===== src/rtl/mbx_pkg.sv =====
package mbx_pkg;

    localparam int unsigned MBX_SLOTS_DEF = 4;
    localparam int unsigned MBX_DW_DEF    = 32;

    // kind of register a side address selects
    typedef enum logic [1:0] {
        ACC_SLOT,
        ACC_STAT,
        ACC_VOID
    } acc_e;

    function automatic acc_e classify(input int unsigned a, input int unsigned slots);
        if (a < slots)
            return ACC_SLOT;
        else if (a == slots)
            return ACC_STAT;
        return ACC_VOID;
    endfunction

endpackage


===== src/rtl/mbx_channel.sv =====
// One direction of the mailbox: sender writes slots, receiver consumes them.
module mbx_channel #(
    parameter int unsigned N = 4,
    parameter int unsigned W = 32,
    localparam int unsigned IW = (N > 1) ? $clog2(N) : 1
) (
    input  logic                clk,
    input  logic                rst_n,
    input  logic                wr_en,
    input  logic [IW-1:0]       wr_idx,
    input  logic [W-1:0]        wr_data,
    input  logic                rd_en,
    input  logic [IW-1:0]       rd_idx,
    output logic [N-1:0][W-1:0] slot_data,
    output logic [N-1:0]        slot_full
);

    typedef struct packed {
        logic [N-1:0][W-1:0] data;
        logic [N-1:0]        full;
    } chan_t;

    chan_t st_d, st_q;

    always_comb begin
        st_d = st_q;
        for (int i = 0; i < N; i++) begin
            if (rd_en && rd_idx == IW'(i))
                st_d.full[i] = 1'b0;
            // a write in the same cycle wins over the read
            if (wr_en && wr_idx == IW'(i)) begin
                st_d.full[i] = 1'b1;
                st_d.data[i] = wr_data;
            end
        end
    end

    always_ff @(posedge clk) begin
        if (!rst_n)
            st_q <= '0;
        else
            st_q <= st_d;
    end

    assign slot_data = st_q.data;
    assign slot_full = st_q.full;

    p_write_sets_full_r3: assert property (@(posedge clk) disable iff (!rst_n)
        wr_en |=> slot_full[$past(wr_idx)]);

    p_read_clears_full_r4: assert property (@(posedge clk) disable iff (!rst_n)
        (rd_en && !(wr_en && wr_idx == rd_idx)) |=> !slot_full[$past(rd_idx)]);

    p_overwrite_data_r6: assert property (@(posedge clk) disable iff (!rst_n)
        (wr_en && slot_full[wr_idx]) |=> (slot_full[$past(wr_idx)] && slot_data[$past(wr_idx)] == $past(wr_data)));

    p_collision_keeps_full_r7: assert property (@(posedge clk) disable iff (!rst_n)
        (wr_en && rd_en && wr_idx == rd_idx) |=> (slot_full[$past(wr_idx)] && slot_data[$past(wr_idx)] == $past(wr_data)));

    p_full_rises_on_write_r3: assert property (@(posedge clk) disable iff (!rst_n)
        !wr_en |=> ((slot_full & ~$past(slot_full)) == '0));

    p_data_stable_r9: assert property (@(posedge clk) disable iff (!rst_n)
        !wr_en |=> $stable(slot_data));

endmodule


===== src/rtl/mbx_side.sv =====
// Register interface of one side: address decode, status packing, read data.
module mbx_side
    import mbx_pkg::*;
#(
    parameter int unsigned N  = 4,
    parameter int unsigned W  = 32,
    parameter int unsigned AW = 3,
    localparam int unsigned IW = (N > 1) ? $clog2(N) : 1
) (
    input  logic                clk,
    input  logic                rst_n,
    input  logic [AW-1:0]       addr,
    input  logic                wr_en,
    input  logic                rd_en,
    input  logic [W-1:0]        wr_data,
    input  logic [N-1:0][W-1:0] rx_data,
    input  logic [N-1:0]        rx_full,
    input  logic [N-1:0]        tx_full,
    output logic [W-1:0]        rd_data,
    output logic                tx_wr,
    output logic [IW-1:0]       tx_idx,
    output logic [W-1:0]        tx_word,
    output logic                rx_rd,
    output logic [IW-1:0]       rx_idx
);

    typedef struct packed {
        logic [W-1:0] rdata;
    } side_t;

    side_t sd_d, sd_q;
    acc_e  acc;
    logic [W-1:0] stat_word;

    assign acc     = classify(32'(addr), N);
    assign tx_wr   = wr_en && (acc == ACC_SLOT);
    assign rx_rd   = rd_en && (acc == ACC_SLOT);
    assign tx_idx  = addr[IW-1:0];
    assign rx_idx  = addr[IW-1:0];
    assign tx_word = wr_data;

    // slot 0 holds the top bit of each flag group
    always_comb begin
        stat_word = '0;
        for (int n = 0; n < N; n++) begin
            stat_word[2*N-1-n] = ~tx_full[n];
            stat_word[N-1-n]   = rx_full[n];
        end
    end

    always_comb begin
        sd_d = sd_q;
        if (rd_en) begin
            unique case (acc)
                ACC_SLOT: sd_d.rdata = rx_data[rx_idx];
                ACC_STAT: sd_d.rdata = stat_word;
                default:  sd_d.rdata = '0;
            endcase
        end
    end

    always_ff @(posedge clk) begin
        if (!rst_n)
            sd_q <= '0;
        else
            sd_q <= sd_d;
    end

    assign rd_data = sd_q.rdata;

    p_rdata_hold_r10: assert property (@(posedge clk) disable iff (!rst_n)
        !rd_en |=> $stable(rd_data));

    p_void_read_zero_r8: assert property (@(posedge clk) disable iff (!rst_n)
        (rd_en && 32'(addr) > N) |=> (rd_data == '0));

endmodule


===== src/rtl/mbx_dual.sv =====
module mbx_dual
    import mbx_pkg::*;
#(
    parameter int unsigned N = MBX_SLOTS_DEF,
    parameter int unsigned W = MBX_DW_DEF,
    localparam int unsigned AW = $clog2(N + 1),
    localparam int unsigned IW = (N > 1) ? $clog2(N) : 1
) (
    input  logic          clk,
    input  logic          rst_n,
    input  logic [AW-1:0] a_addr,
    input  logic          a_wr_en,
    input  logic          a_rd_en,
    input  logic [W-1:0]  a_wr_data,
    output logic [W-1:0]  a_rd_data,
    input  logic [AW-1:0] b_addr,
    input  logic          b_wr_en,
    input  logic          b_rd_en,
    input  logic [W-1:0]  b_wr_data,
    output logic [W-1:0]  b_rd_data
);

    logic                a_tx_wr, a_rx_rd, b_tx_wr, b_rx_rd;
    logic [IW-1:0]       a_tx_idx, a_rx_idx, b_tx_idx, b_rx_idx;
    logic [W-1:0]        a_tx_word, b_tx_word;
    logic [N-1:0][W-1:0] ab_data, ba_data;
    logic [N-1:0]        ab_full, ba_full;

    mbx_side #(.N(N), .W(W), .AW(AW)) u_side_a (
        .clk(clk), .rst_n(rst_n),
        .addr(a_addr), .wr_en(a_wr_en), .rd_en(a_rd_en), .wr_data(a_wr_data),
        .rx_data(ba_data), .rx_full(ba_full), .tx_full(ab_full),
        .rd_data(a_rd_data),
        .tx_wr(a_tx_wr), .tx_idx(a_tx_idx), .tx_word(a_tx_word),
        .rx_rd(a_rx_rd), .rx_idx(a_rx_idx)
    );

    mbx_side #(.N(N), .W(W), .AW(AW)) u_side_b (
        .clk(clk), .rst_n(rst_n),
        .addr(b_addr), .wr_en(b_wr_en), .rd_en(b_rd_en), .wr_data(b_wr_data),
        .rx_data(ab_data), .rx_full(ab_full), .tx_full(ba_full),
        .rd_data(b_rd_data),
        .tx_wr(b_tx_wr), .tx_idx(b_tx_idx), .tx_word(b_tx_word),
        .rx_rd(b_rx_rd), .rx_idx(b_rx_idx)
    );

    // A to B
    mbx_channel #(.N(N), .W(W)) u_chan_ab (
        .clk(clk), .rst_n(rst_n),
        .wr_en(a_tx_wr), .wr_idx(a_tx_idx), .wr_data(a_tx_word),
        .rd_en(b_rx_rd), .rd_idx(b_rx_idx),
        .slot_data(ab_data), .slot_full(ab_full)
    );

    // B to A
    mbx_channel #(.N(N), .W(W)) u_chan_ba (
        .clk(clk), .rst_n(rst_n),
        .wr_en(b_tx_wr), .wr_idx(b_tx_idx), .wr_data(b_tx_word),
        .rd_en(a_rx_rd), .rd_idx(a_rx_idx),
        .slot_data(ba_data), .slot_full(ba_full)
    );

endmodule


===== config.mk =====
export PLATFORM = sky130hd
export DESIGN_NAME = mbx_dual
export DESIGN_NICKNAME = d
export VERILOG_FILES = /design/src/rtl/mbx_pkg.sv /design/src/rtl/mbx_channel.sv /design/src/rtl/mbx_side.sv /design/src/rtl/mbx_dual.sv
export SDC_FILE = /design/constraint.sdc
export NUM_CORES = 1
export LEC_CHECK = 0
export ABC_AREA = 1
export ABC_CLOCK_PERIOD_IN_PS = 1400
export BUFFER_PORTS_ARGS = -buffer_cell sky130_fd_sc_hd__buf_2
export CAP_MARGIN = 0
export CORE_MARGIN = 4
export CORE_UTILIZATION = 35
export CTS_CLUSTER_SIZE = 24
export DETAILED_ROUTE_END_ITERATION = 10
export PLACE_DENSITY_LB_ADDON = 0.25
export REMOVE_ABC_BUFFERS = 1
export SKIP_LAST_GASP = 1
export SYNTH_ARGS = -nofsm -noshare
export SYNTH_HDL_FRONTEND = slang
export SYNTH_SLANG_ARGS = --single-unit

===== constraint.sdc =====
create_clock -name clk -period 1.4 [get_ports clk]
set_clock_uncertainty 0.15 [all_clocks]
set_input_delay 0 -clock clk [delete_from_list [all_inputs] [get_ports clk]]
set_output_delay 0 -clock clk [all_outputs]
set_load 0.1 [all_outputs]

==> summary.md, run 1 <==
| Metric | Value |
|---|---|
| Sequential cell area fraction in the yosys report | 46.87% |
| Gpl congestion | 0.7842 |
| DR pass1 iterations | 5 |
| Clock Sinks | 328 |
| Final Instance Area | roughly 19000 sq um |
| Async S/R FF share, synth | 0% |
| Sequential power share | 44.5% |
| Library cells used by synthesis | 21 |
| Number of global-route vias before repair | around 14000 |
| DR DRC count | 0 |
| I/O pin cnt | 140 |
| Post-DRT Antenna Nets | 0 |
| Worst EP arrival | 1.67 ns |
| Fraction of layout cells with a size suffix above 1 | 12.78% |
| Switch Pwr | ~5.6 mW |
| Max-slew violations | 0 |
| Slew @ Worst Pin | 0.6820 ns |
| Avg Inst Size Synth | 6.580 sq um |
| Initial antenna violation count | 5 |
| Initial core utilization | 35.34% |
| Residual overflow from global routing | 0 |
| Largest net degree at the start of global routing | between 70 and 80 |
| Cell total after placement | 2734 |
| Vias/cell | 4.846 |
| Comb pwr share | 10.4% |
| Crit Path Max Fanout | 9 |
| Via count | 14390 |
| Nets | about 2500 |
| Period minus WS final | 1.389 ns |
| Area delta synth->final | 34.16% |
| Total wire length | ~47000 um |
| Port bufs | between 100 and 150 |
| Starting DRT DRC Count | 848 |
| DP Area | 15610 sq um |
| Critical Path Sink Type | flop |
| Die area | 43290 sq um |
| Critical path class | in -> reg |
| Failing checks | negative hold slack |
| Reg clk slew, reported paths | approximately 0.050 ns |
| CTS H-tree depth | 2 |
| Fill cells | 3994 |
| Largest area contributor in the netlist | dfxtp_1 |
| Clock tree from TritonCTS | built |
| Synthesized area | 14010 sq um |
| CTS Root Cell | clkbuf_16 |
| Synthesized instance count | 2129 |
| YS warnings | 0 |
| Post-synth EDFFs | 0 |
| Highest clock rate | 0.7198 GHz |
| DR WL/cell | 15.78 um |
| Synth cell count leaders | 721 x nand2_1, 533 x nor2_1, 328 x dfxtp_1, 220 x o21ai_0, 72 x a21oi_1 |
| Top-count cell post-synth | nand2_1 |
| Setup TNS | 0 ns |
| Clock network power share | 45.1% |
| Number of buffers created by CTS | 39 |
| Worst ir drop on vdd | 0.0009218 V |
| Dominant synthesized flop cell | dfxtp_1 |
| Worst hold path class | in -> reg |
| #FFs+latches synth | 328 |
| Maxcap violations | 0 |
| Global-route wire length before repair | 75150 um |
| LEAKAGE | roughly 8.9 nW |
| Die width | 208.1 um |
| Endpoints failing setup | 0 |
| Total track usage | 20.98% |
| RSZ-0062 raised after global routing | true |
| Finished Layout Cells | 2970 |
| Worst hold slack | -0.04323 ns |
| Rows | 73 |
| Longest Clk Path Bufs | 3 |
| Yosys top cell area share | between 40% and 50% |
| Pint | ~16 mW |
| Power per cell area | 1169 nW/um^2 |
| Top cells by area, synth | dfxtp_1 47%, nand2_1 19%, nor2_1 14% |
| Worst skew pair latency | 0.54 ns |
| Post-CTS setup buffers | 0 |
| Worst setup SP type | primary input |
| Slew HR | 54.53% |
| Sw Share | 25.42% |
| Status | finished, violations left |
| Final Hold Violating Endpoints | 4 |
| DP Wirelength | 27900 um |
| Final Cycle Share | 99.24% |
| Die extent in y | about 210 um |
| Worst path required time | 1.68 ns |
| Core Footprint | ~40000 sq um |
power groups by stage:
stage | combinational [mW] | clock (mW) | sequential, mW
after floorplan | 0.689 | 0 | 10.2
after global placement | 1.89 | 0 | 9.96
after detailed placement | 1.90 | 0 | 9.97
after CTS | 2.25 | 10.1 | 9.77
final | 2.29 | 9.91 | 9.78
after global routing | 2.50 | 10.5 | 9.81
area by class of cell:
| class | count | area (sq um) | share of cell area (%) |
|---|---|---|---|
| multi-input cells | 1617 | 6603 | 35.13 |
| flip-flops and latches | 328 | 6566 | 34.94 |
| repair buffers | 386 | 3550 | 18.89 |
| clock buffers | 58 | 1160 | 6.171 |
| well taps | 525 | 656.9 | 3.495 |
| inverters | 44 | 170.2 | 0.9054 |
| clock inverters | 9 | 81.33 | 0.4327 |
| diodes | 3 | 7.507 | 0.03994 |
stage by stage:
step / setup WS [ns] / util (%) / power (mW)
final: 0.01068 / 47.41 / 21.98
after global routing: -0.05858 / 47.40 / 22.83
after CTS: -0.06136 / 47.17 / 22.18
after detailed placement: 0.02910 / 39.37 / 11.87
after global placement: 0.03925 / 39.37 / 11.85
after floorplan: -0.8566 / - / 10.85
cells in the final DEF, fill, tap and decap left out, drive strengths merged:
master        synthesis  final
nor2                543    543
inv                  42     43
dfxtp               328    328
nand2               724    724
o21ai               269    269
dlygate4sd3           0    159
clkinv                2      9
nand3b                5      5
dlymetal6s4s          0      4
clkbuf               55     60
buf                  85    221
diode                 0      3
bufinv                0      1
nand3                 4      4
a21oi                72     72
logic make-up after synthesis:
| family | after synthesis | share of synthesized area, % |
|---|---|---|
| simple gates | 1276 | 34.81 |
| compound gates | 341 | 12.18 |
| flops | 328 | 46.87 |
| buf+inv | 184 | 6.136 |
path summary, 6_finish.rpt:
kind	endpoint	startpoint	slack (ns)	depth (start not counted)
max reg2reg	u_chan_ab.slot_data[85]	u_chan_ab.slot_data[85]	0.04	3
max	u_chan_ab.slot_data[95]	a_addr[0]	0.01	9
min reg2reg	u_side_b.rd_data[17]	u_side_b.rd_data[17]	0.31	2
min	u_side_a.rd_data[3]	a_addr[0]	-0.04	8
registers in the layout, summed over array words and instances (netlist names):
register	cells
u_chan_ab.slot_data	128
u_chan_ba.slot_data	128
u_side_a.rd_data	32
u_side_b.rd_data	32
u_chan_ab.slot_full	4
u_chan_ba.slot_full	4
routing by layer:
metal / global-route usage, % / part of all wire [%]
met5: 0 / 0.058
met1: 27.44 / 44
met2: 34.87 / 46
met3: 4.101 / 6.9
met4: 7.112 / 2.8
critical path, stage by stage:
cell and delay (ns):
clkbuf_4 0.18, inv_4 0.15, nand2_1 0.14, nor2_4 0.16
inv_2 0.09, buf_12 0.14, dlygate4sd3_1 0.63, nor2_1 0.11
nor2_1 0.06
repair_timing:
action,CTS,global route
setup endpoints to repair,64,97
endpoints found under the hold margin,327,4
resized for setup,72,35
hold buffers,164,3
gates cloned,0,1
Power figures use the tool's default switching activity.
==> run 2: changes to the inputs <==
==> constraint.sdc (replaced) <==
create_clock -name clk -period 1.4 [get_ports clk]
set_clock_uncertainty 0.15 [all_clocks]
set_input_delay 0.07 -clock clk [delete_from_list [all_inputs] [get_ports clk]]
set_output_delay 0.07 -clock clk [all_outputs]
set_load 0.1 [all_outputs]
==> run 2 against run 1 <==
Design area decreased by 3.2%; final cell count decreased by 2.8%; flip-flop and latch count unchanged; critical path depth decreased by 8; largest cell class unchanged; sequential share of layout area increased by 1.2 points; setup slack improved by 0.020 ns; the flow still finishes with violations (negative hold slack).
==> summary.md, run 2 (synthesis gave the netlist of run 1 again) <==
| Metric | Value |
|---|---|
| Status | finished, violations left (unchanged) |
| Failing checks | negative hold slack (unchanged) |
| Fin util | 45.90% (was 47.41%) |
| Slew HR | 67.46% (was 54.53%) |
| RSZ-0062 raised after global routing | true (unchanged) |
| Largest net degree at the start of global routing | 63 (was 77) |
| Setup TNS | 0 ns (unchanged) |
| Vias/cell | 4.843 (was 4.846) |
| Period minus WS final | 1.370 ns (was 1.389 ns) |
| Final Cycle Share | 97.83% (was 99.24%) |
| Worst hold path class | in -> reg (unchanged) |
| Largest stage delay, worst path | 0.32 ns (was 0.63 ns) |
| Critical Path Sink Type | output port (was flop) |
| CP max-delay cell | dfxtp_1 (was dlygate4sd3_1) |
| Total power draw | 21.38 mW (was 21.98 mW) |
| Sequential cell area | 6581 sq um (was 6566 sq um) |
| Starting DRT DRC Count | 819 (was 848) |
| DP Wirelength | 28140 um (was 27900 um) |
| Fill cells | 4029 (was 3994) |
| Total track usage | 20.42% (was 20.98%) |
| Worst setup SP type | flop (was primary input) |
| Hold buffers post-CTS | 74 (was 164) |
| Die width | 208.1 um (unchanged) |
| Gpl congestion | 0.7799 (was 0.7842) |
| Fraction of layout cells with a size suffix above 1 | 14.08% (was 12.78%) |
| Residual overflow from global routing | 0 (unchanged) |
| Via count | 13980 (was 14390) |
| Worst ir drop on vdd | 0.001042 V (was 0.0009218 V) |
| Final WS setup | 0.03034 ns (was 0.01068 ns) |
| I/O pin cnt | 140 (unchanged) |
| DR pass1 iterations | 6 (was 5) |
| Area delta synth->final | 29.89% (was 34.16%) |
| Rows | 73 (unchanged) |
| DR WL/cell | 15.88 um (was 15.78 um) |
| Met2 Use GR | 33.69% (was 34.87%) |
| Die extent in y | 208.1 um (unchanged) |
| Commonest non-fill, non-tap cell in the layout | nand2_1 (unchanged) |
| Endpoints failing setup | 0 (unchanged) |
| Reg clk slew, reported paths | 0.06 ns (was 0.05 ns) |
| Pre-CTS setup slack | -0.07323 ns (was 0.02910 ns) |
| Power per cell area | 1175 nW/um^2 (was 1169 nW/um^2) |
| Global-route wire length before repair | 73320 um (was 75150 um) |
| Worst path buffer plus inverter count | 1 (was 5) |
| CTS Root Cell | clkbuf_16 (unchanged) |
| Worst path required time | 1.18 ns (was 1.68 ns) |
| Clock Sinks | 328 (unchanged) |
| Core Footprint | 39640 sq um (unchanged) |
| Global Route met3 Usage | 3.528% (was 4.101%) |
| Initial core utilization | 35.34% (unchanged) |
| Highest clock rate | 0.7301 GHz (was 0.7198 GHz) |
| DR DRC count | 0 (unchanged) |
| Most frequent cells in the layout | 720 x nand2_1, 530 x nor2_1, 316 x dfxtp_1, 220 x o21ai_0 (was 720 x nand2_1, 532 x nor2_1, 328 x dfxtp_1, 202 x o21ai_0, 159 x dlygate4sd3_1) |
| Worst EP arrival | 1.15 ns (was 1.67 ns) |
| Nets | 2407 (was 2492) |
| Slew @ Worst Pin | 0.4880 ns (was 0.6820 ns) |
| Initial antenna violation count | 4 (was 5) |
| Port bufs | 139 (unchanged) |
| Max-slew violations | 0 (unchanged) |
| Crit-path cells | buf_4 (was clkbuf_4, inv_4, nand2_1, nor2_4, inv_2, buf_12, dlygate4sd3_1, nor2_1, nor2_1) |
| Worst hold slack | -0.04721 ns (was -0.04323 ns) |
| Total wire length | 45830 um (was 46880 um) |
| Post-DRT Antenna Nets | 0 (unchanged) |
| CTS H-tree depth | 2 (unchanged) |
| Die area | 43290 sq um (unchanged) |
| Maxcap violations | 0 (unchanged) |
| Number of buffers created by CTS | 38 (was 39) |
| Met1 Usage GRT | 27.47% (was 27.44%) |
| CP delay by family, top | flip-flops (was buffers and inverters) |
| LEAKAGE | 8.559 nW (was 8.859 nW) |
| Clock tree from TritonCTS | built (unchanged) |
| Crit Path Max Fanout | 2 (was 9) |
| Critical path class | reg -> out (was in -> reg) |
| Final Hold Violating Endpoints | 2 (was 4) |
| Worst skew pair latency | 0.55 ns (was 0.54 ns) |
| Multi-input logic area | 6618 sq um (was 6603 sq um) |
| GR peak layer | met2 (unchanged) |
| Number of global-route vias before repair | 13660 (was 14060) |
| Longest Clk Path Bufs | 3 (unchanged) |
## run 2: changes by cell type in the layout (fill, tap and decap cells not counted), sizes merged
cell,before,now
clkbuf,60,58
buf,221,225
bufinv,1,0
dlygate4sd3,159,72
inv,43,44
dlymetal6s4s,4,2
clkinv,9,12
## run 2: timing repair
action	in CTS	in global routing
pin swaps	0	4
cloned	0	4
gates resized for setup	129	48
setup buffers	0	2
endpoints found under the hold margin	282	1
endpoints found under the setup margin	64	230
## run 2: power breakdown
group | switching, mW | internal [mW] | total [mW]
registers | 0.155 | 9.63 | 9.79
logic | 1.41 | 0.762 | 2.17
clock network | 3.93 | 5.49 | 9.42
total | 5.50 | 15.9 | 21.4
## run 2: routing by layer
| metal | part of all wire [%] | vias to the layer above |
|---|---|---|
| met5 | 0.028 | - |
| met4 | 2.2 | 2 |
| met3 | 5.8 | 71 |
| met2 | 46 | 390 |
| met1 | 46 | 6489 |
| li1 | - | 7025 |
## run 2: area by class of cell
class                           instances  share of cell area, %
Multi-Input combinational cell       1617                  36.37
Antenna cell                            3                0.04126
Timing Repair Buffer                  302                  16.43
Sequential cell                       328                  36.17
Clock buffer                           55                  6.079
Inverter                               44                 0.9352
Clock inverter                         12                 0.3713
Tap cell                              525                  3.610
## run 2: through the flow
stage	instances	instance area (sq um)
floorplan	1989	13310
global placement	2737	15620
detailed placement	2737	15620
CTS	2878	17930
global route	2886	18200
finish	2886	18200
## run 2: worst paths after layout
check	startpoint	endpoint	slack (ns)	cells after the start
max reg2reg	u_chan_ab.slot_full[1]	u_side_b.rd_data[2]	0.33	5
min	a_addr[0]	u_chan_ba.slot_full[3]	-0.05	4
max	u_side_b.rd_data[8]	b_rd_data[8]	0.03	1
min reg2reg	u_side_b.rd_data[8]	u_side_b.rd_data[8]	0.32	2
==> run 3: changes to the inputs <==
--- a/config.mk
+++ b/config.mk
@@ -13,7 +13,6 @@
 export CORE_UTILIZATION = 35
 export CTS_CLUSTER_SIZE = 24
 export DETAILED_ROUTE_END_ITERATION = 10
-export PLACE_DENSITY_LB_ADDON = 0.25
 export REMOVE_ABC_BUFFERS = 1
 export SKIP_LAST_GASP = 1
 export SYNTH_ARGS = -nofsm -noshare
==> run 3 against run 2 <==
The flow now finishes without violations; non-clock buffer count is 8 lower; utilization is 0.48 points higher; power is 3.9% higher; combinational power is 2% higher; via count is 0.37% higher; sequential power hardly changed; die area stayed put; register-to-register slack worse by 0.06 ns; critical path type is now in -> reg; largest power group is now the clock network.
==> summary.md, run 3 (synthesis gave the netlist of run 1 again) <==
| Metric | Value |
|---|---|
| Status | finished clean (was finished, violations left) |
| Global Route met3 Usage | 3.649% (was 3.528%) |
| Maxcap violations | 0 (unchanged) |
| Crit path from | b_addr[0] (was u_side_b.rd_data[8]) |
| Critical path class | in -> reg (was reg -> out) |
| Initial antenna violation count | 3 (was 4) |
| Die width | 208.1 um (unchanged) |
| Number of global-route vias before repair | 13420 (was 13660) |
| Pre-CTS setup slack | -0.07596 ns (was -0.07323 ns) |
| DP Wirelength | 27460 um (was 28140 um) |
| Clock tree from TritonCTS | built (unchanged) |
| Endpoints failing setup | 0 (unchanged) |
| LEAKAGE | 8.637 nW (was 8.559 nW) |
| Worst EP arrival | 1.69 ns (was 1.15 ns) |
| Fraction of layout cells with a size suffix above 1 | 13.59% (was 14.08%) |
| Met1 Usage GRT | 26.45% (was 27.47%) |
| Initial core utilization | 35.34% (unchanged) |
| Hold Path Sink | u_chan_ba.slot_full[2] (was u_chan_ba.slot_full[3]) |
| Number of buffers created by CTS | 37 (was 38) |
| Post-DRT Antenna Nets | 0 (unchanged) |
| Gpl congestion | 0.7821 (was 0.7799) |
| Commonest non-fill, non-tap cell in the layout | nand2_1 (unchanged) |
| Pint | 16.65 mW (was 15.88 mW) |
| Die extent in y | 208.1 um (unchanged) |
| DR DRC count | 0 (unchanged) |
| CTS H-tree depth | 2 (unchanged) |
| Longest Clk Path Bufs | 3 (unchanged) |
| Reg clk slew, reported paths | 0.06 ns (about the same) |
| Worst setup SP type | primary input (was flop) |
| Clock Sinks | 328 (unchanged) |
| Core Footprint | 39640 sq um (unchanged) |
| Die area | 43290 sq um (unchanged) |
| DR WL/cell | 16.05 um (was 15.88 um) |
| Slew @ Worst Pin | 0.3854 ns (was 0.4880 ns) |
| Slew HR | 74.30% (was 67.46%) |
| Hold path startpoint | a_addr[2] (was a_addr[0]) |
| Worst hold path class | in -> reg (unchanged) |
| Vias/cell | 4.881 (was 4.843) |
| Residual overflow from global routing | 0 (unchanged) |
| Worst ir drop on vdd | 0.0009738 V (was 0.001042 V) |
| Worst path required time | 1.71 ns (was 1.18 ns) |
| Crit Path Max Fanout | 8 (was 2) |
| Global-route wire length before repair | 72010 um (was 73320 um) |
| Nets | 2398 (was 2407) |
| Power per cell area | 1208 nW/um^2 (was 1175 nW/um^2) |
| Starting DRT DRC Count | 1009 (was 819) |
| R2R Setup Slk | 0.27 ns (was 0.33 ns) |
| DR pass1 iterations | 5 (was 6) |
| Met2 Use GR | 33.78% (was 33.69%) |
| Hold path depth | 5 (was 4) |
| Comb pwr share | 9.9% (was 10.2%) |
| I/O pin cnt | 140 (unchanged) |
| Sw Share | 25.04% (was 25.71%) |
| Reg2Reg Depth | 5 (unchanged) |
| Switch Pwr | 5.561 mW (was 5.497 mW) |
| Clock network power share | 46.0% (was 44.1%) |
| Final WS setup | 0.02725 ns (was 0.03034 ns) |
| Total power draw | 22.21 mW (was 21.38 mW) |
| Final Hold Violating Endpoints | 0 (was 2) |
| Setup TNS | 0 ns (unchanged) |
| Area delta synth->final | 31.26% (was 29.89%) |
| Total wire length | 46140 um (was 45830 um) |
| Via count | 14030 (was 13980) |
| Final Cycle Share | 98.05% (was 97.83%) |
| Critical Path Sink Type | flop (was output port) |
| Period minus WS final | 1.373 ns (was 1.370 ns) |
| Reg-to-Reg End | u_side_a.rd_data[3] (was u_side_b.rd_data[2]) |
| RR Startpoint | u_chan_ba.slot_full[0] (was u_chan_ab.slot_full[1]) |
| Port bufs | 139 (unchanged) |
| Worst skew pair latency | 0.53 ns (was 0.55 ns) |
| Total track usage | 20.00% (was 20.42%) |
| Worst hold slack | 0.01432 ns (was -0.04721 ns) |
| Fin util | 46.39% (was 45.90%) |
| Largest net degree at the start of global routing | 73 (was 63) |
| GR peak layer | met2 (unchanged) |
| Most frequent cells in the layout | 721 x nand2_1, 532 x nor2_1, 317 x dfxtp_1, 220 x o21ai_0, 74 x dlygate4sd3_1 (was 720 x nand2_1, 530 x nor2_1, 316 x dfxtp_1, 220 x o21ai_0) |
| Highest clock rate | 0.7285 GHz (was 0.7301 GHz) |
| Rows | 73 (unchanged) |
| CTS Root Cell | clkbuf_16 (unchanged) |
| Max-slew violations | 0 (unchanged) |
| Sequential power share | 44.1% (was 45.8%) |
==> run 3: power groups by stage <==
stage | Combinational [mW] | Sequential [mW] | Clock (mW)
finish | 2.21 | 9.79 | 10.2
CTS | 2.14 | 9.78 | 10.4
global placement | 1.88 | 9.97 | 0
global route | 2.40 | 9.81 | 10.8
detailed placement | 1.91 | 9.97 | 0
floorplan | 0.689 | 10.2 | 0
==> run 3: metal layers <==
layer | vias up | share of wire [%]
met5 | - | 0.028
met1 | 6506 | 44
met4 | 2 | 2.1
met2 | 450 | 47
met3 | 76 | 7.0
li1 | 6995 | -
==> run 3: layout make-up <==
class	instances	area (sq um)
antenna	2	5.005
clock buffer	51	1101
clock inverter	13	172.7
fill	3990	21250
inverter	44	175.2
multi-input combinational	1617	6615
sequential	328	6580
tap	525	656.9
timing repair buffer	294	3082
==> run 3: repair_timing <==
item,CTS,global route
endpoints found under the hold margin,281,3
cloned,0,5
hold buffers,76,3
pin swaps,0,5
gates resized for setup,119,60
setup buffers,0,2
endpoints found under the setup margin,63,309
==> run 3: worst max-delay path, stage by stage <==
cell	delay [ns]
dlygate4sd3_1	0.58
buf_6	0.17
inv_4	0.08
nand2_1	0.09
nor2_4	0.20
buf_12	0.14
buf_6	0.15
o21ai_0	0.08
nor2_1	0.10
==> run 3: stage by stage <==
stage | instance area (sq um) | std cells
global route | 18390 | 2874
CTS | 18020 | 2864
floorplan | 13310 | 1989
detailed placement | 15630 | 2724
finish | 18390 | 2874
global placement | 15630 | 2724
==> run 3: worst max path at each step <==
stage / cells past startpoint / end
2_1_floorplan: 6 / u_chan_ab.slot_data[64]
3_3_place_gp: 7 / u_chan_ab.slot_data[126]
3_5_place_dp: 7 / u_chan_ab.slot_data[120]
4_1_cts: 1 / b_rd_data[5]
5_1_grt: 10 / u_side_b.rd_data[25]
6_report: 9 / u_chan_ba.slot_data[87]
